$ cat config.mk
export PLATFORM = sky130hd
export DESIGN_NAME = synth_i2c_cmd
export DESIGN_NICKNAME = d
export VERILOG_FILES = /design/src/rtl/synth_i2c_pkg.sv /design/src/rtl/synth_i2c_frontend.sv /design/src/rtl/synth_i2c_link.sv /design/src/rtl/synth_i2c_regs.sv /design/src/rtl/synth_i2c_cmd.sv
export SDC_FILE = /design/constraint.sdc
export NUM_CORES = 1
export LEC_CHECK = 0
export ABC_CLOCK_PERIOD_IN_PS = 2100
export BUFFER_PORTS_ARGS = -buffer_cell sky130_fd_sc_hd__buf_2
export CAP_MARGIN = 25
export CORE_UTILIZATION = 40
export CTS_CLUSTER_SIZE = 30
export DETAILED_ROUTE_END_ITERATION = 7
export MAX_ROUTING_LAYER = met4
export PLACE_DENSITY_LB_ADDON = 0.15
export SYNTH_ARGS = -nofsm -noshare
export SYNTH_HDL_FRONTEND = slang
export SYNTH_SLANG_ARGS = --single-unit
$ cat constraint.sdc
create_clock -name clk -period 2.1 [get_ports clk]
set_input_delay 0.105 -clock clk [delete_from_list [all_inputs] [get_ports clk]]
set_output_delay 0.105 -clock clk [all_outputs]
set_load 0.005 [all_outputs]
$ cat src/rtl/synth_i2c_pkg.sv
package synth_i2c_pkg;

    localparam int RATIO_W  = 17;
    localparam int BYTE_W   = 8;
    localparam int FIELD_W  = 4;
    localparam logic [4:0] ADDR_FIXED = 5'b11000;

    typedef enum logic [2:0] {
        L_IDLE, L_ADDR, L_AACK, L_WDATA, L_WACK, L_RDATA, L_RACK, L_RLOAD
    } link_st_t;

    typedef struct packed {
        logic [FIELD_W-1:0] test;
        logic [FIELD_W-1:0] port;
        logic               pre_en;
        logic [FIELD_W-1:0] ref_code;
    } ctrl_t;

    function automatic logic addr_hit(input logic [6:0] a, input logic [1:0] sel);
        return a == {ADDR_FIXED, sel};
    endfunction

endpackage

$ cat src/rtl/synth_i2c_frontend.sv
module synth_i2c_frontend #(
    parameter int SYNC_STAGES = 2
) (
    input  logic clk,
    input  logic rst,
    input  logic scl_i,
    input  logic sda_i,
    output logic sda_lvl,
    output logic rise_p,
    output logic fall_p,
    output logic start_p,
    output logic stop_p
);
    logic [SYNC_STAGES-1:0] scl_pipe, sda_pipe;
    logic scl_q, sda_q;
    logic scl_s;

    assign scl_s   = scl_pipe[SYNC_STAGES-1];
    assign sda_lvl = sda_pipe[SYNC_STAGES-1];

    always_ff @(posedge clk) begin
        if (rst) begin
            scl_pipe <= '1;
            sda_pipe <= '1;
            scl_q    <= 1'b1;
            sda_q    <= 1'b1;
        end else begin
            scl_pipe <= {scl_pipe[SYNC_STAGES-2:0], scl_i};
            sda_pipe <= {sda_pipe[SYNC_STAGES-2:0], sda_i};
            scl_q    <= scl_s;
            sda_q    <= sda_lvl;
        end
    end

    assign rise_p  = scl_s & ~scl_q;
    assign fall_p  = ~scl_s & scl_q;
    assign start_p = scl_s & scl_q & sda_q & ~sda_lvl;
    assign stop_p  = scl_s & scl_q & ~sda_q & sda_lvl;
endmodule

$ cat src/rtl/synth_i2c_link.sv
module synth_i2c_link
    import synth_i2c_pkg::*;
(
    input  logic              clk,
    input  logic              rst,
    input  logic              rise_p,
    input  logic              fall_p,
    input  logic              start_p,
    input  logic              stop_p,
    input  logic              sda_lvl,
    input  logic [1:0]        addr_sel,
    input  logic [BYTE_W-1:0] status,
    output logic              sda_oe,
    output logic              frame_p,
    output logic              byte_p,
    output logic [BYTE_W-1:0] byte_d,
    output logic              rd_done_p
);
    localparam int CNT_W = $clog2(BYTE_W + 1);
    localparam logic [CNT_W-1:0] FULL = CNT_W'(BYTE_W);

    link_st_t          st;
    logic [CNT_W-1:0]  cnt;
    logic [BYTE_W-1:0] sh;
    logic              rw;

    assign byte_d = sh;

    always_ff @(posedge clk) begin
        byte_p    <= 1'b0;
        frame_p   <= 1'b0;
        rd_done_p <= 1'b0;
        if (rst) begin
            st     <= L_IDLE;
            cnt    <= '0;
            sh     <= '0;
            rw     <= 1'b0;
            sda_oe <= 1'b0;
        end else if (start_p) begin
            st     <= L_ADDR;
            cnt    <= '0;
            sda_oe <= 1'b0;
        end else if (stop_p) begin
            st     <= L_IDLE;
            sda_oe <= 1'b0;
        end else begin
            case (st)
                L_ADDR, L_WDATA: begin
                    if (rise_p && cnt != FULL) begin
                        sh  <= {sh[BYTE_W-2:0], sda_lvl};
                        cnt <= cnt + 1'b1;
                    end
                    if (fall_p && cnt == FULL) begin
                        cnt <= '0;
                        if (st == L_WDATA) begin
                            byte_p <= 1'b1;
                            sda_oe <= 1'b1;
                            st     <= L_WACK;
                        end else if (addr_hit(sh[7:1], addr_sel)) begin
                            sda_oe  <= 1'b1;
                            rw      <= sh[0];
                            frame_p <= ~sh[0];
                            st      <= L_AACK;
                        end else begin
                            st <= L_IDLE;
                        end
                    end
                end
                L_AACK, L_RLOAD: begin
                    if (fall_p) begin
                        if (st == L_RLOAD || rw) begin
                            sh     <= status;
                            sda_oe <= ~status[BYTE_W-1];
                            cnt    <= CNT_W'(1);
                            st     <= L_RDATA;
                        end else begin
                            sda_oe <= 1'b0;
                            st     <= L_WDATA;
                        end
                    end
                end
                L_WACK: begin
                    if (fall_p) begin
                        sda_oe <= 1'b0;
                        st     <= L_WDATA;
                    end
                end
                L_RDATA: begin
                    if (fall_p) begin
                        if (cnt == FULL) begin
                            sda_oe <= 1'b0;
                            st     <= L_RACK;
                        end else begin
                            sda_oe <= ~sh[BYTE_W-2];
                            sh     <= {sh[BYTE_W-2:0], 1'b0};
                            cnt    <= cnt + 1'b1;
                        end
                    end
                end
                L_RACK: begin
                    if (rise_p) begin
                        rd_done_p <= 1'b1;
                        st        <= sda_lvl ? L_IDLE : L_RLOAD;
                    end
                end
                default: st <= L_IDLE;
            endcase
        end
    end
endmodule

$ cat src/rtl/synth_i2c_regs.sv
module synth_i2c_regs
    import synth_i2c_pkg::*;
(
    input  logic               clk,
    input  logic               rst,
    input  logic               frame_p,
    input  logic               byte_p,
    input  logic [BYTE_W-1:0]  byte_d,
    input  logic               stop_p,
    output logic [RATIO_W-1:0] ratio,
    output ctrl_t              ctrl
);
    localparam int N_PARTS = 3;

    logic [RATIO_W-1:0] pend, nxt_pend;
    logic [N_PARTS-1:0] got, nxt_got;
    ctrl_t              nxt_ctrl;
    logic               second, kind_ctrl, do_commit;

    always_comb begin
        nxt_pend = pend;
        nxt_got  = got;
        nxt_ctrl = ctrl;
        if (byte_p) begin
            if (!second) begin
                if (!byte_d[7]) begin
                    nxt_pend[14:8] = byte_d[6:0];
                    nxt_got[0]     = 1'b1;
                end else begin
                    nxt_pend[16:15]   = byte_d[6:5];
                    nxt_ctrl.pre_en   = byte_d[4];
                    nxt_ctrl.ref_code = byte_d[3:0];
                    nxt_got[2]        = 1'b1;
                end
            end else if (kind_ctrl) begin
                nxt_ctrl.test = byte_d[7:4];
                nxt_ctrl.port = byte_d[3:0];
            end else begin
                nxt_pend[7:0] = byte_d;
                nxt_got[1]    = 1'b1;
            end
        end
    end

    assign do_commit = (byte_p && (&nxt_got)) || (stop_p && (|got));

    always_ff @(posedge clk) begin
        if (rst) begin
            pend      <= '0;
            got       <= '0;
            ratio     <= '0;
            ctrl      <= '0;
            second    <= 1'b0;
            kind_ctrl <= 1'b0;
        end else begin
            pend <= nxt_pend;
            ctrl <= nxt_ctrl;
            if (do_commit) begin
                ratio <= nxt_pend;
                got   <= '0;
            end else begin
                got <= nxt_got;
            end
            if (frame_p || stop_p) begin
                second <= 1'b0;
            end else if (byte_p) begin
                second <= ~second;
                if (!second) kind_ctrl <= byte_d[7];
            end
        end
    end
endmodule

$ cat src/rtl/synth_i2c_cmd.sv
module synth_i2c_cmd
    import synth_i2c_pkg::*;
#(
    parameter int SYNC_STAGES = 2
) (
    input  logic               clk,
    input  logic               rst,
    input  logic               scl_i,
    input  logic               sda_i,
    input  logic [1:0]         addr_sel,
    output logic               sda_oe,
    output logic [RATIO_W-1:0] div_ratio,
    output logic               pre_en,
    output logic [FIELD_W-1:0] ref_code,
    output logic [FIELD_W-1:0] port_bits,
    output logic [FIELD_W-1:0] test_bits
);
    logic sda_lvl, rise_p, fall_p, start_p, stop_p;
    logic frame_p, byte_p, rd_done_p;
    logic [BYTE_W-1:0] byte_d;
    logic por_flag;
    ctrl_t ctrl;

    synth_i2c_frontend #(.SYNC_STAGES(SYNC_STAGES)) u_fe (
        .clk(clk), .rst(rst), .scl_i(scl_i), .sda_i(sda_i),
        .sda_lvl(sda_lvl), .rise_p(rise_p), .fall_p(fall_p),
        .start_p(start_p), .stop_p(stop_p)
    );

    synth_i2c_link u_link (
        .clk(clk), .rst(rst), .rise_p(rise_p), .fall_p(fall_p),
        .start_p(start_p), .stop_p(stop_p), .sda_lvl(sda_lvl),
        .addr_sel(addr_sel), .status({por_flag, 7'b0}),
        .sda_oe(sda_oe), .frame_p(frame_p), .byte_p(byte_p),
        .byte_d(byte_d), .rd_done_p(rd_done_p)
    );

    synth_i2c_regs u_regs (
        .clk(clk), .rst(rst), .frame_p(frame_p), .byte_p(byte_p),
        .byte_d(byte_d), .stop_p(stop_p), .ratio(div_ratio), .ctrl(ctrl)
    );

    always_ff @(posedge clk) begin
        if (rst)            por_flag <= 1'b1;
        else if (rd_done_p) por_flag <= 1'b0;
    end

    assign pre_en    = ctrl.pre_en;
    assign ref_code  = ctrl.ref_code;
    assign port_bits = ctrl.port;
    assign test_bits = ctrl.test;
endmodule

# After elaboration in Yosys (flattened, before gate mapping)
# Cells that the tools add are included.
# Widths: inputs -> output; s select.
[totals]
word_cells = 153
reg_bits = 79
inputBits = 6
output_inout_bits = 31
[classes]
bitwise = 23
n_addsub = 1
mux = 50
eq_ne = 27
reduce_logical = 29
[op_table]
columns = ["operator", "n"]
rows = [
  ["$mux 8", 7],
  ["$mux 3", 10],
  ["$mux 4", 6],
  ["$ne 4x2->1 const B", 6],
  ["$pmux 8 s3", 1],
  ["$reduce_and 6->1", 4],
  ["$mux 1", 18],
  ["$mux 17", 1],
  ["$ne 2x1->1 const B", 8],
  ["$not 1->1", 16],
  ["$pmux 3 s5", 1],
  ["$eq 3x3->1 const B", 4],
  ["$pmux 4 s3", 1],
  ["$reduce_and 3->1", 4],
  ["$reduce_or 2->1", 5],
  ["$mux 9", 1],
  ["$reduce_and 8->1", 1],
  ["$and 1x1->1", 7],
  ["$eq 7x7->1", 1],
  ["$mux 7", 1],
  ["$reduce_and 7->1", 1],
  ["$reduce_or 7->1", 1],
  ["$eq 3x2->1 const B", 2],
  ["$ne 3x1->1 const B", 2],
  ["14 further kinds", 21],
]

# Depth between registers and ports, before layout
# Gate-level depths: netlist of run 1.
[logic_depth]
depth_word = 7
mapped_depth = 8
ltp_nobuf = 7

# Modules after synthesis
# Synthesis of run 1 repeated with hierarchy kept, for this count alone.
[hier_totals]
hier_cells = 356
hier_area_um2 = 3542.1
[modules_own_cells]
columns = ["module", "area_per_inst_um2", "seq_area_each_um2", "cells_per_inst", "instances"]
rows = [
  ["synth_i2c_regs", 2068.2, 1041.0, 187, 1],
  ["synth_i2c_link", 1248.7, 400.4, 149, 1],
  ["synth_i2c_frontend", 190.2, 120.1, 16, 1],
  ["synth_i2c_cmd", 35.0, 20.0, 4, 1],
]

# Least setup slack after synthesis of run 1
# No wires, ideal clock.
[synth_timing]
kind = "reg2reg"
from = "reg u_link.cnt[0]"
to = "reg u_link.sh[0] (netlist: u_link.byte_d[0])"
path_slack_ns = 0.206
synth_period_minus_slack_ns = 1.894
required_ns = 2.029
n_path_buf = 1
t_arrival_ns = 1.823
setup_time_ns = 0.071
path_stages_with_launch = 9
path_cell_list = "dfxtp_1 inv_1 ha_1 and3b_1 a22o_1 nor4_4 buf_6 o2111ai_1 a21oi_1"
[synth_between]
elab_chain_len = 4
word_cells_on_any_way = 6
cone_classes = "4 x eq/ne; 2 x reduce/logical"
[synth_rtl]
columns = ["item", "line", "source"]
rows = [
  ["start, declared", "synth_i2c_link.sv:23", "logic [CNT_W-1:0] cnt;"],
  ["start signal, assigned", "synth_i2c_link.sv:51", "cnt <= cnt + 1'b1;"],
  ["start signal, assigned", "synth_i2c_link.sv:96", "cnt <= cnt + 1'b1;"],
  ["$ne 4x4->1", "synth_i2c_link.sv:49", "if (rise_p && cnt != FULL) begin"],
  ["$logic_and 1x1->1", "synth_i2c_link.sv:49", ""],
  ["$ne 2x1->1 (no source line)", "n/a", ""],
  ["$reduce_and 8->1 (no source line) (*)", "n/a", ""],
  ["end signal, assigned", "synth_i2c_link.sv:50", "sh <= {sh[BYTE_W-2:0], sda_lvl};"],
  ["end signal, assigned", "synth_i2c_link.sv:72", "sh <= status;"],
  ["end signal, assigned", "synth_i2c_link.sv:95", "sh <= {sh[BYTE_W-2:0], 1'b0};"],
  ["end, declared", "synth_i2c_link.sv:24", "logic [BYTE_W-1:0] sh;"],
]
# Mark *: on every way between the ends. The rest lies on a longest branch, timed or not.
# A chain may end at the register's enable or synchronous reset.

# Final worst setup path of run 1
[layout_timing]
from = "reg u_link.cnt[1]"
to = "reg u_link.sh[5] (netlist: u_link.byte_d[5])"
# The elaborated chain is that of the path after synthesis.

==> results of run 1 <==
==> repair_timing <==
| action | in CTS | in global routing |
|---|---|---|
| gates resized for setup | 0 | 5 |
| hold buffers | 2 | 0 |
| hold endpoints to repair | 2 | 0 |
| setup endpoints to repair | 0 | 9 |
==> layer usage <==
layer,vias to the layer above,share of wire,global-route usage
met5,-,0,-
met4,0,0.014,0.0846
met3,9,0.035,0.0365
met2,50,0.48,0.295
met1,1249,0.47,0.230
li1,1286,-,-
==> flip-flops by register name, summed over array words and instances, names as in the netlist, 2 cells and up <==
name,cells
u_regs.pend,17
u_fe.scl_pipe,2
u_link.cnt,4
u_regs.ratio,17
u_fe.sda_pipe,2
u_link.st,3
u_regs.got,3
u_regs.ctrl,13
u_link.byte_d,8
==> worst max path at each step <==
| stage | to | cells past startpoint |
|---|---|---|
| after floorplan | u_link.byte_d[0]$_SDFFE_PP0P_ | 8 |
| after global placement | u_link.byte_d[7]$_SDFFE_PP0P_ | 8 |
| after detailed placement | u_link.byte_d[7]$_SDFFE_PP0P_ | 8 |
| after CTS | u_link.byte_d[7]$_SDFFE_PP0P_ | 8 |
| after global routing | u_link.byte_d[0]$_SDFFE_PP0P_ | 8 |
| final | u_link.byte_d[5]$_SDFFE_PP0P_ | 8 |
==> kinds of logic (layout without fill, tap and decap cells) <==
group | count (synthesis) | in the layout | share of synthesized area
AOI/OAI and AO/OA | 67 | 67 | 0.154
muxes | 35 | 35 | 0.109
DFF | 79 | 79 | 0.486
adders and majority gates | 2 | 2 | 0.00769
xor gates and xnor gates | 5 | 5 | 0.0135
and+or+nand+nor | 112 | 112 | 0.188
buffers and inverters | 32 | 86 | 0.0427
==> area by class of cell <==
cell class / count / area, sq um / area share
Multi-Input combinational cell: 221 / 1540 / 0.398
Clock inverter: 7 / 85.1 / 0.0221
Inverter: 11 / 41.3 / 0.0107
Sequential cell: 79 / 1590 / 0.411
Clock buffer: 9 / 124 / 0.0321
Timing Repair Buffer: 59 / 359 / 0.0931
Tap cell: 102 / 128 / 0.0331
==> power by group through the flow <==
stage          clock network (uW)  logic [uW]  registers [uW]
6_report                     1190         675            1690
5_1_grt                      1290         738            1710
4_1_cts                      1220         655            1680
3_5_place_dp                    0         648            1720
3_3_place_gp                    0         647            1720
2_1_floorplan                   0         577            1620
==> stage by stage <==
stage               instances  hold slack [ns]  utilization
floorplan                 332            0.209            -
global placement          469            0.289        0.463
detailed placement        469            0.293        0.463
CTS                       487            0.148        0.492
global route              488            0.208        0.494
finish                    488            0.178        0.494
==> synthesized netlist by cell type, drive strengths merged (5+ instances only) <==
cell type,count
nor2b,5
o22a,15
mux2i,33
a21oi,14
nor2,40
clkbuf,12
buf,9
inv,11
o21ai,7
nand2b,12
nand3,13
nor3,7
or2,8
dfxtp,79
nand2,6
==> worst reg2reg max path: stages (launching register included) <==
cell     delay, ns
dfxtp_1       0.38
inv_1         0.06
ha_1          0.19
and3b_1       0.22
a22o_1        0.27
nor4_4        0.31
buf_2         0.24
nand3_1       0.10
a21oi_1       0.15
==> results.md, run 1 <==
* Status: complete, no violations
* Lkg Pwr at 0.00181 uW
* Row count at 32
* Max cap viols at 0
* Worst-path cell chain: inv_1 -> ha_1 -> and3b_1 -> a22o_1 -> nor4_4 -> buf_2 -> nand3_1 -> a21oi_1
* Seq/Total Area, Yosys at 0.486
* Slowest CP cell: dfxtp_1
* Unique masters post-synth at 58
* Post-CTS Setup Bufs at 0
* Crit path max-delay family: simple AND/OR/NAND/NOR gates
* Worst setup path startpoint: u_link.cnt[1]$_SDFFE_PP0P_
* Most common cell after layout, fill and taps aside: dfxtp_1
* Count of final setup violators at 0
* Ys async rst share at 0
* Clock power share at 0.334
* # fillers at 771
* Final net count at 389
* Post-DR wirelength/cell at 14.9 um
* Kind of critical path: flip-flop to flip-flop
* DIE WIDTH at 92.2 um
* Top cell type by total area after synthesis: dfxtp_1
* Core outline area at 0.00781 sq mm
* GRT Overall Usage at 0.186
* CTS tree: yes
* FMAX at 503 MHz
* PortBufs at 36
* RR Startpoint: u_link.cnt[1]$_SDFFE_PP0P_
* Post-synthesis sequential element count at 79
* Setup TNS at 0 ns
* Cells after synthesis at 332
* FF-to-FF End: u_link.byte_d[5]$_SDFFE_PP0P_
* Worst-Skew Late Latency at 0.36 ns
* Number of global-route vias before repair at 2430
* Tot Pwr at 3550 uW
* Synth Area per Inst at 9.79 sq um
* Final WS setup at 0.112 ns
* CTS sink cnt at 79
* Worst Tran Pin Value at 0.580 ns
* Hold Fails Final Rpt at 0
* Post-DP HPWL at 4.87 mm
* CTS Root Cell: clkbuf_8
* R2R cell count at 8
* Area Growth Syn to Fin at 18.6%
* Worst-path clk slew at 0.09 ns
* Pwr dens at 921 mW/mm^2
* Crit end category: flip-flop
* Hold Path Depth at 2
* Vias post-DR at 2594
* YS warnings at 0
* DP Area at 0.00361 sq mm
* DR vias/cell at 5.32
* Post-synthesis cell area at 0.00325 sq mm
* Gr ovfl total at 0
* Slew HR at 0.612
* Sw Ratio at 0.313
* Global placement routability congestion at 0.848
* Largest fanout on the critical path at 7
* DRT Wirelength at 7.28 mm
* CTS buffer count at 9
* Top cells by area, synth: dfxtp_1, mux2i_1, nor2_1
* Top FF cell, synth: dfxtp_1
* HP Start: rst
* Syn Nets at 340
* Switch Pwr at 1110 uW
* Reg power frac at 0.476
* I/O pin count at 37
* # DRC at 0
* Commonest non-fill, non-tap cells in the layout: dfxtp_1, nor2_1, buf_2, mux2i_1, buf_4
* Initial antenna violation count at 0
* Area share of the leading cell type in the synthesized netlist at 0.486
* Worst Hold Path EP: u_link.rw$_SDFFE_PP0P_
* First DRT Iteration DRCs at 106
* Post-route cell area at 0.00386 sq mm
* First-pass GRT wire length at 11.9 mm
* Largest net degree at the start of global routing at 25
* Die height at 92.2 um
* Skew final at 0.0206 ns
* Max incr delay on CP at 0.38 ns
* Routed Antenna Nets at 0
* Min-delay worst type: input port to flip-flop
* WP data required at 2.38 ns
* Post-synth EDFFs at 0
* Initial Utilization at 0.417
* Fin. max-slew vios at 0
* Layout cells sized above 1 at 0.241
* Pre-CTS setup slack at 0.110 ns
* Bufs on Longest Clock Path at 2
* Gate power share at 0.190
* Unrepaired setup endpoints after global routing: no
* CP Launch Type: flip-flop
* Antenna cell count at 0
* Internal power at 2440 uW
* Period minus WS final at 1.99 ns
* WP buf/inv at 2
* Data arrival, critical path at 2.27 ns
* Full die area at 0.00849 sq mm
* DR pass1 iterations at 4
* Flop-to-flop setup slack at 0.11 ns
* CTS H-tree lvls at 3
* Worst VDD drop at 401 uV
* Period utilisation layout at 0.947
No activity file was read; power rests on OpenSTA's default activity.
==> inputs of run 2 (changes only) <==
--- a/config.mk
+++ b/config.mk
@@ -12,4 +12,5 @@
 export CTS_CLUSTER_SIZE = 30
 export DETAILED_ROUTE_END_ITERATION = 7
+export GPL_ROUTABILITY_DRIVEN = 1
 export MAX_ROUTING_LAYER = met4
 export PLACE_DENSITY_LB_ADDON = 0.15
==> constraint.sdc (replaced) <==
create_clock -name clk -period 2.1 [get_ports clk]
set_input_delay 0.21 -clock clk [delete_from_list [all_inputs] [get_ports clk]]
set_output_delay 0.21 -clock clk [all_outputs]
set_load 0.005 [all_outputs]
==> run 2 against run 1 <==
Register-to-register slack improved by 0.02 ns. Hold slack got worse by 0.14 ns. Non-clock buffer count decreased by 2. Largest power group unchanged. Clock power about the same. Combinational power decreased by 0.6%. Cell count decreased by 0.41%. Critical path depth unchanged. Wire length decreased by 0.48%. Setup slack improved by 0.016 ns.
==> results.md, run 2 (synthesis gave the netlist of run 1 again) <==
* Status: complete, no violations (unchanged)
* First DRT Iteration DRCs at 124 (was 106)
* Largest net degree at the start of global routing at 25 (unchanged)
* DP Area at 0.00361 sq mm (unchanged)
* Crit end category: flip-flop (unchanged)
* Global placement routability congestion at 0.848 (unchanged)
* Area Growth Syn to Fin at 18.0% (was 18.6%)
* WP buf/inv at 2 (unchanged)
* Routed Antenna Nets at 0 (unchanged)
* Worst setup path startpoint: u_link.cnt[1]$_SDFFE_PP0P_ (unchanged)
* Hold Fails Final Rpt at 0 (unchanged)
* Worst-path cell chain: inv_1 -> ha_1 -> and3b_1 -> a22o_1 -> nor4_4 -> buf_2 -> nand2b_1 -> a21oi_1 (was inv_1 -> ha_1 -> and3b_1 -> a22o_1 -> nor4_4 -> buf_2 -> nand3_1 -> a21oi_1)
* CTS H-tree lvls at 3 (unchanged)
* Post-DP HPWL at 4.87 mm (unchanged)
* # DRC at 0 (unchanged)
* Core outline area at 0.00781 sq mm (unchanged)
* Skew final at 0.0204 ns (was 0.0206 ns)
* Slowest CP cell: dfxtp_1 (unchanged)
* Full die area at 0.00849 sq mm (unchanged)
* Crit path max-delay family: simple AND/OR/NAND/NOR gates (unchanged)
* Pwr dens at 925 mW/mm^2 (was 921 mW/mm^2)
* First-pass GRT wire length at 11.8 mm (was 11.9 mm)
* Die height at 92.2 um (unchanged)
* Kind of critical path: flip-flop to flip-flop (unchanged)
* Row count at 32 (unchanged)
* Lkg Pwr at 0.00180 uW (was 0.00181 uW)
* Max cap viols at 0 (unchanged)
* Slew HR at 0.612 (about the same)
* Number of global-route vias before repair at 2421 (was 2430)
* Count of final setup violators at 0 (unchanged)
* Fin. max-slew vios at 0 (unchanged)
* Period utilisation layout at 0.939 (was 0.947)
* Max incr delay on CP at 0.38 ns (about the same)
* Worst-Skew Late Latency at 0.36 ns (about the same)
* Worst VDD drop at 401 uV (about the same)
* Initial antenna violation count at 0 (unchanged)
* FMAX at 507 MHz (was 503 MHz)
* RR Startpoint: u_link.cnt[1]$_SDFFE_PP0P_ (unchanged)
* Setup TNS at 0 ns (unchanged)
* Vias post-DR at 2567 (was 2594)
* Post-DR wirelength/cell at 14.9 um (about the same)
* Final net count at 387 (was 389)
* HP Start: scl_i (was rst)
* Initial Utilization at 0.417 (unchanged)
* CP Launch Type: flip-flop (unchanged)
* # hold bufs at CTS at 0 (was 2)
* I/O pin count at 37 (unchanged)
* Gr ovfl total at 0 (unchanged)
* Largest fanout on the critical path at 7 (unchanged)
* PortBufs at 36 (unchanged)
* WP data required at 2.33 ns (was 2.38 ns)
* DR pass1 iterations at 4 (unchanged)
* GRT Overall Usage at 0.186 (about the same)
* DR vias/cell at 5.28 (was 5.32)
* Post-CTS Setup Bufs at 0 (unchanged)
* Period minus WS final at 1.97 ns (was 1.99 ns)
* Sequential Area at 0.00159 sq mm (unchanged)
* DRT Wirelength at 7.25 mm (was 7.28 mm)
* Bufs on Longest Clock Path at 2 (unchanged)
* CTS sink cnt at 79 (unchanged)
* CTS Root Cell: clkbuf_8 (unchanged)
* CTS buffer count at 9 (unchanged)
* Multi-input logic area at 0.00154 sq mm (unchanged)
* Unrepaired setup endpoints after global routing: no (unchanged)
* Min-delay worst type: input port to flip-flop (unchanged)
* DIE WIDTH at 92.2 um (unchanged)
* Data arrival, critical path at 2.20 ns (was 2.27 ns)
* # fillers at 775 (was 771)
* Commonest non-fill, non-tap cells in the layout: dfxtp_1, nor2_1, buf_2, mux2i_1, buf_4 (unchanged)
* Post-route cell area at 0.00384 sq mm (was 0.00386 sq mm)
* Largest regs: u_regs.pend x17, u_regs.ratio x17, u_regs.ctrl x13 (unchanged)
* Most common cell after layout, fill and taps aside: dfxtp_1 (unchanged)
* Layout cells sized above 1 at 0.242 (was 0.241)
* Antenna cell count at 0 (unchanged)
* Worst Tran Pin Value at 0.580 ns (about the same)
* CTS tree: yes (unchanged)
* Flop-to-flop setup slack at 0.13 ns (was 0.11 ns)
* Worst-path clk slew at 0.09 ns (about the same)
run 2: power breakdown:
group / switching [uW] / internal [uW]
sequential: 139 / 1550
combinational: 360 / 311
clock: 615 / 574
run 2: what timing repair did:
item                       in CTS  in global routing
gates resized for setup         0                  5
setup endpoints to repair       0                  9
hold endpoints to repair        0                  0
run 2: cell type report:
class / count / area share
Clock buffer: 9 / 0.0323
Clock inverter: 7 / 0.0222
Inverter: 11 / 0.0108
Multi-Input combinational cell: 221 / 0.400
Sequential cell: 79 / 0.413
Tap cell: 102 / 0.0333
Timing Repair Buffer: 57 / 0.0884
run 2: worst register-to-register path: cells and delay by family, from the launching register on:
kind	cells	cell delay, ns
compound gates	2	0.33
simple gates	3	0.66
flops	1	0.38
fa+ha+maj	1	0.19
buf+inv	2	0.30
run 2: path summary, 6_finish.rpt:
path	cells after the start	end
worst max-delay path	8	u_link.byte_d[2]$_SDFFE_PP0P_
worst min-delay path	2	u_fe.scl_pipe[0]$_SDFF_PP1_
worst max register to register	8	u_link.byte_d[2]$_SDFFE_PP0P_
worst min register to register	1	u_fe.scl_pipe[1]$_SDFF_PP1_
run 2: through the flow:
step           hold WS (ns)  setup slack (ns)   util  instances  power (uW)
3_3_place_gp          0.393             0.163  0.463        469        2370
3_5_place_dp          0.393             0.110  0.463        469        2370
2_1_floorplan         0.314             0.206      -        332        2200
5_1_grt              0.0451           0.00387  0.492        486        3740
4_1_cts              0.0275            0.0558  0.489        485        3560
6_report             0.0412             0.129  0.492        486        3550
run 2: layer usage:
layer  global-route usage  part of all wire  vias to the layer above  wire (um)
li1                     -                 -                     1277          -
met1                0.229              0.47                     1229       3420
met2                0.294              0.47                       48       3420
met3               0.0365             0.036                       13        263
met4               0.0846             0.020                        0        146
met5                    -                 0                        -          0
==> inputs of run 3 (changes only) <==
ABC_AREA = 1   (was default)
==> run 3 against run 2 <==
Sequential cell count unchanged. Sequential power increased by 7%. Register-to-register slack improved by 0.12 ns. Critical endpoint is now u_link.byte_d[5]$_SDFFE_PP0P_. Largest power group unchanged.
==> results.md, run 3 <==
* Flop-to-flop setup slack at 0.25 ns (was 0.13 ns)
* Initial Utilization at 0.420 (was 0.417)
* CTS buffer count at 9 (unchanged)
* Post-synthesis sequential element count at 79 (unchanged)
* Internal power at 2530 uW (was 2440 uW)
* # DRC at 0 (unchanged)
* Tot Pwr at 4020 uW (was 3550 uW)
* Worst Hold Path EP: u_fe.sda_pipe[0]$_SDFF_PP1_ (was u_fe.scl_pipe[0]$_SDFF_PP1_)
* Top cell type by total area after synthesis: dfxtp_1 (unchanged)
* Unique masters post-synth at 32 (was 58)
* Setup TNS at 0 ns (unchanged)
* Hold Fails Final Rpt at 0 (unchanged)
* GRT Overall Usage at 0.195 (was 0.186)
* Largest fanout on the critical path at 11 (was 7)
* Unrepaired setup endpoints after global routing: no (unchanged)
* Top FF cell, synth: dfxtp_1 (unchanged)
* CTS tree: yes (unchanged)
* RR Startpoint: u_link.st[0]$_SDFFE_PP0P_ (was u_link.cnt[1]$_SDFFE_PP0P_)
* Post-CTS sizing at 0 (unchanged)
* Number of global-route vias before repair at 2772 (was 2421)
* First DRT Iteration DRCs at 212 (was 124)
* Vias post-DR at 3067 (was 2567)
* Post-synth EDFFs at 0 (unchanged)
* Post-DP HPWL at 5.92 mm (was 4.87 mm)
* Largest regs: u_regs.pend x17, u_regs.ratio x17, u_regs.ctrl x13 (unchanged)
* DIE WIDTH at 95.6 um (was 92.2 um)
* Min-delay worst type: input port to flip-flop (unchanged)
* Post-DR wirelength/cell at 12.7 um (was 14.9 um)
* CP Launch Type: flip-flop (unchanged)
* PortBufs at 36 (unchanged)
* Period utilisation layout at 0.883 (was 0.939)
* Bufs on Longest Clock Path at 2 (unchanged)
* CTS H-tree lvls at 3 (unchanged)
* Max cap viols at 0 (unchanged)
* Worst-path clk slew at 0.08 ns (was 0.09 ns)
* Syn Nets at 496 (was 340)
* Status: complete, no violations (unchanged)
* Hold Path Depth at 2 (unchanged)
* CTS sink cnt at 79 (unchanged)
* Global placement routability congestion at 0.987 (was 0.848)
* Die height at 95.6 um (was 92.2 um)
* Fin. max-slew vios at 0 (unchanged)
* HP Start: sda_i (was scl_i)
* Antenna cell count at 0 (unchanged)
* Commonest non-fill, non-tap cells in the layout: nand2_1, nor2_1, dfxtp_1, inv_1, buf_2 (was dfxtp_1, nor2_1, buf_2, mux2i_1, buf_4)
* Largest net degree at the start of global routing at 20 (was 25)
* Most common cell after layout, fill and taps aside: nand2_1 (was dfxtp_1)
* Placed Cells at 620 (was 469)
* Reg power frac at 0.447 (was 0.476)
* R2R cell count at 10 (was 8)
* Sw Ratio at 0.370 (was 0.313)
* CTS Root Cell: clkbuf_8 (unchanged)
* Post-CTS Setup Bufs at 0 (unchanged)
* Crit end category: flip-flop (unchanged)
* DR pass1 iterations at 4 (unchanged)
* Clock power share at 0.283 (was 0.335)
* Kind of critical path: flip-flop to flip-flop (unchanged)
* Non-filler instance count after layout at 636 (was 486)
* Row count at 33 (was 32)
* Gate power share at 0.269 (was 0.189)
* Cells after synthesis at 488 (was 332)
* Ys async rst share at 0 (unchanged)
* DRT Wirelength at 8.09 mm (was 7.25 mm)
* Gr ovfl total at 0 (unchanged)
* Lkg Pwr at 0.00193 uW (was 0.00180 uW)
* Layout cells sized above 1 at 0.179 (was 0.242)
* Synth Area per Inst at 7.19 sq um (was 9.79 sq um)
* Period minus WS final at 1.85 ns (was 1.97 ns)
* Worst Tran Pin Value at 0.611 ns (was 0.580 ns)
* Top cells by area, synth: dfxtp_1, nand2_1, nor2_1 (was dfxtp_1, mux2i_1, nor2_1)
* Slew HR at 0.592 (was 0.612)
* Routed Antenna Nets at 0 (unchanged)
* First-pass GRT wire length at 13.1 mm (was 11.8 mm)
* # hold bufs at CTS at 0 (unchanged)
* Initial antenna violation count at 0 (unchanged)
* Worst-Skew Late Latency at 0.35 ns (was 0.36 ns)
* FMAX at 540 MHz (was 507 MHz)
* Full die area at 0.00915 sq mm (was 0.00849 sq mm)
* Switch Pwr at 1490 uW (was 1110 uW)
* Final net count at 534 (was 387)
* Core outline area at 0.00834 sq mm (was 0.00781 sq mm)
* FF-to-FF End: u_link.byte_d[5]$_SDFFE_PP0P_ (was u_link.byte_d[2]$_SDFFE_PP0P_)
* I/O pin count at 37 (unchanged)
* Worst VDD drop at 381 uV (was 401 uV)
* Area Growth Syn to Fin at 12.8% (was 18.0%)
* WP data required at 2.39 ns (was 2.33 ns)
* Count of final setup violators at 0 (unchanged)
* Pwr dens at 1020 mW/mm^2 (was 925 mW/mm^2)
* Skew final at 0.0105 ns (was 0.0204 ns)
* Most frequent cell after synthesis: nand2_1 (was dfxtp_1)
* Area share of the leading cell type in the synthesized netlist at 0.451 (was 0.486)
* Post-synthesis cell area at 0.00351 sq mm (was 0.00325 sq mm)
* YS warnings at 0 (unchanged)
* Top post-synthesis cells by count: nand2_1, nor2_1, dfxtp_1 (was dfxtp_1, nor2_1, mux2i_1)
* Seq/Total Area, Yosys at 0.451 (was 0.486)
* Data arrival, critical path at 2.14 ns (was 2.20 ns)
* DR vias/cell at 4.82 (was 5.28)
run 3: per-layer routing:
metal	wire (um)	global-route usage
met3	478	0.0478
met1	3920	0.248
met4	197	0.0871
met2	3500	0.290
met5	0	-
run 3: kinds of logic after synthesis:
| logic type | Yosys count | share of synthesized area |
|---|---|---|
| buffers and inverters | 83 | 0.104 |
| DFF | 79 | 0.451 |
| and+or+nand+nor | 247 | 0.312 |
| xor gates and xnor gates | 3 | 0.00749 |
| adders and majority gates | 2 | 0.00713 |
| AOI/OAI and AO/OA | 74 | 0.118 |
run 3: how the worst max path moves through the flow:
stage / cells past startpoint / to / from / slack [ns]
finish: 10 / u_link.byte_d[5]$_SDFFE_PP0P_ / u_link.st[0]$_SDFFE_PP0P_ / 0.25
global placement: 9 / u_link.byte_d[5]$_SDFFE_PP0P_ / u_link.st[1]$_SDFFE_PP0P_ / 0.30
detailed placement: 10 / u_link.byte_d[5]$_SDFFE_PP0P_ / u_link.st[0]$_SDFFE_PP0P_ / 0.29
floorplan: 10 / u_regs.ratio[10]$_SDFFE_PP0P_ / u_link.byte_p$_SDFF_PP0_ / 0.65
global route: 10 / u_link.byte_d[7]$_SDFFE_PP0P_ / u_link.st[0]$_SDFFE_PP0P_ / 0.05
CTS: 10 / u_link.byte_d[5]$_SDFFE_PP0P_ / u_link.st[0]$_SDFFE_PP0P_ / 0.25
run 3: area by class of cell:
class | count | area (sq um)
multi-input combinational | 326 | 1560
clock inverter | 6 | 68.8
fill | 847 | 4380
timing repair buffer | 42 | 225
inverter | 68 | 260
tap | 105 | 131
sequential | 79 | 1580
clock buffer | 10 | 128
run 3: power groups by stage:
stage          Clock (uW)  Combinational, uW  Sequential (uW)
3_3_place_gp            0               1080             1830
2_1_floorplan           0                860             1750
6_report             1140               1080             1800
3_5_place_dp            0               1060             1830
5_1_grt              1220               1220             1820
4_1_cts              1170               1070             1790
run 3: worst max-delay path, cell delays in order (launching register included):
cell and delay (ns):
dfxtp_1 0.47, inv_1 0.14, nand3_1 0.09, nand2_1 0.27
nand2_1 0.14, nand2_1 0.10, nor2_1 0.12, nand2_2 0.14
inv_2 0.15, nor2_1 0.05, nor2_1 0.10
run 3: through the flow:
stage / util / hold slack (ns) / instance area [sq um] / worst slack, ns
finish: 0.474 / 0.0429 / 3960 / 0.247
global route: 0.474 / 0.0309 / 3960 / 0.0546
CTS: 0.474 / 0.0295 / 3960 / 0.248
detailed placement: 0.451 / 0.397 / 3760 / 0.292
global placement: 0.451 / 0.392 / 3760 / 0.299
floorplan: - / 0.314 / 3510 / 0.646
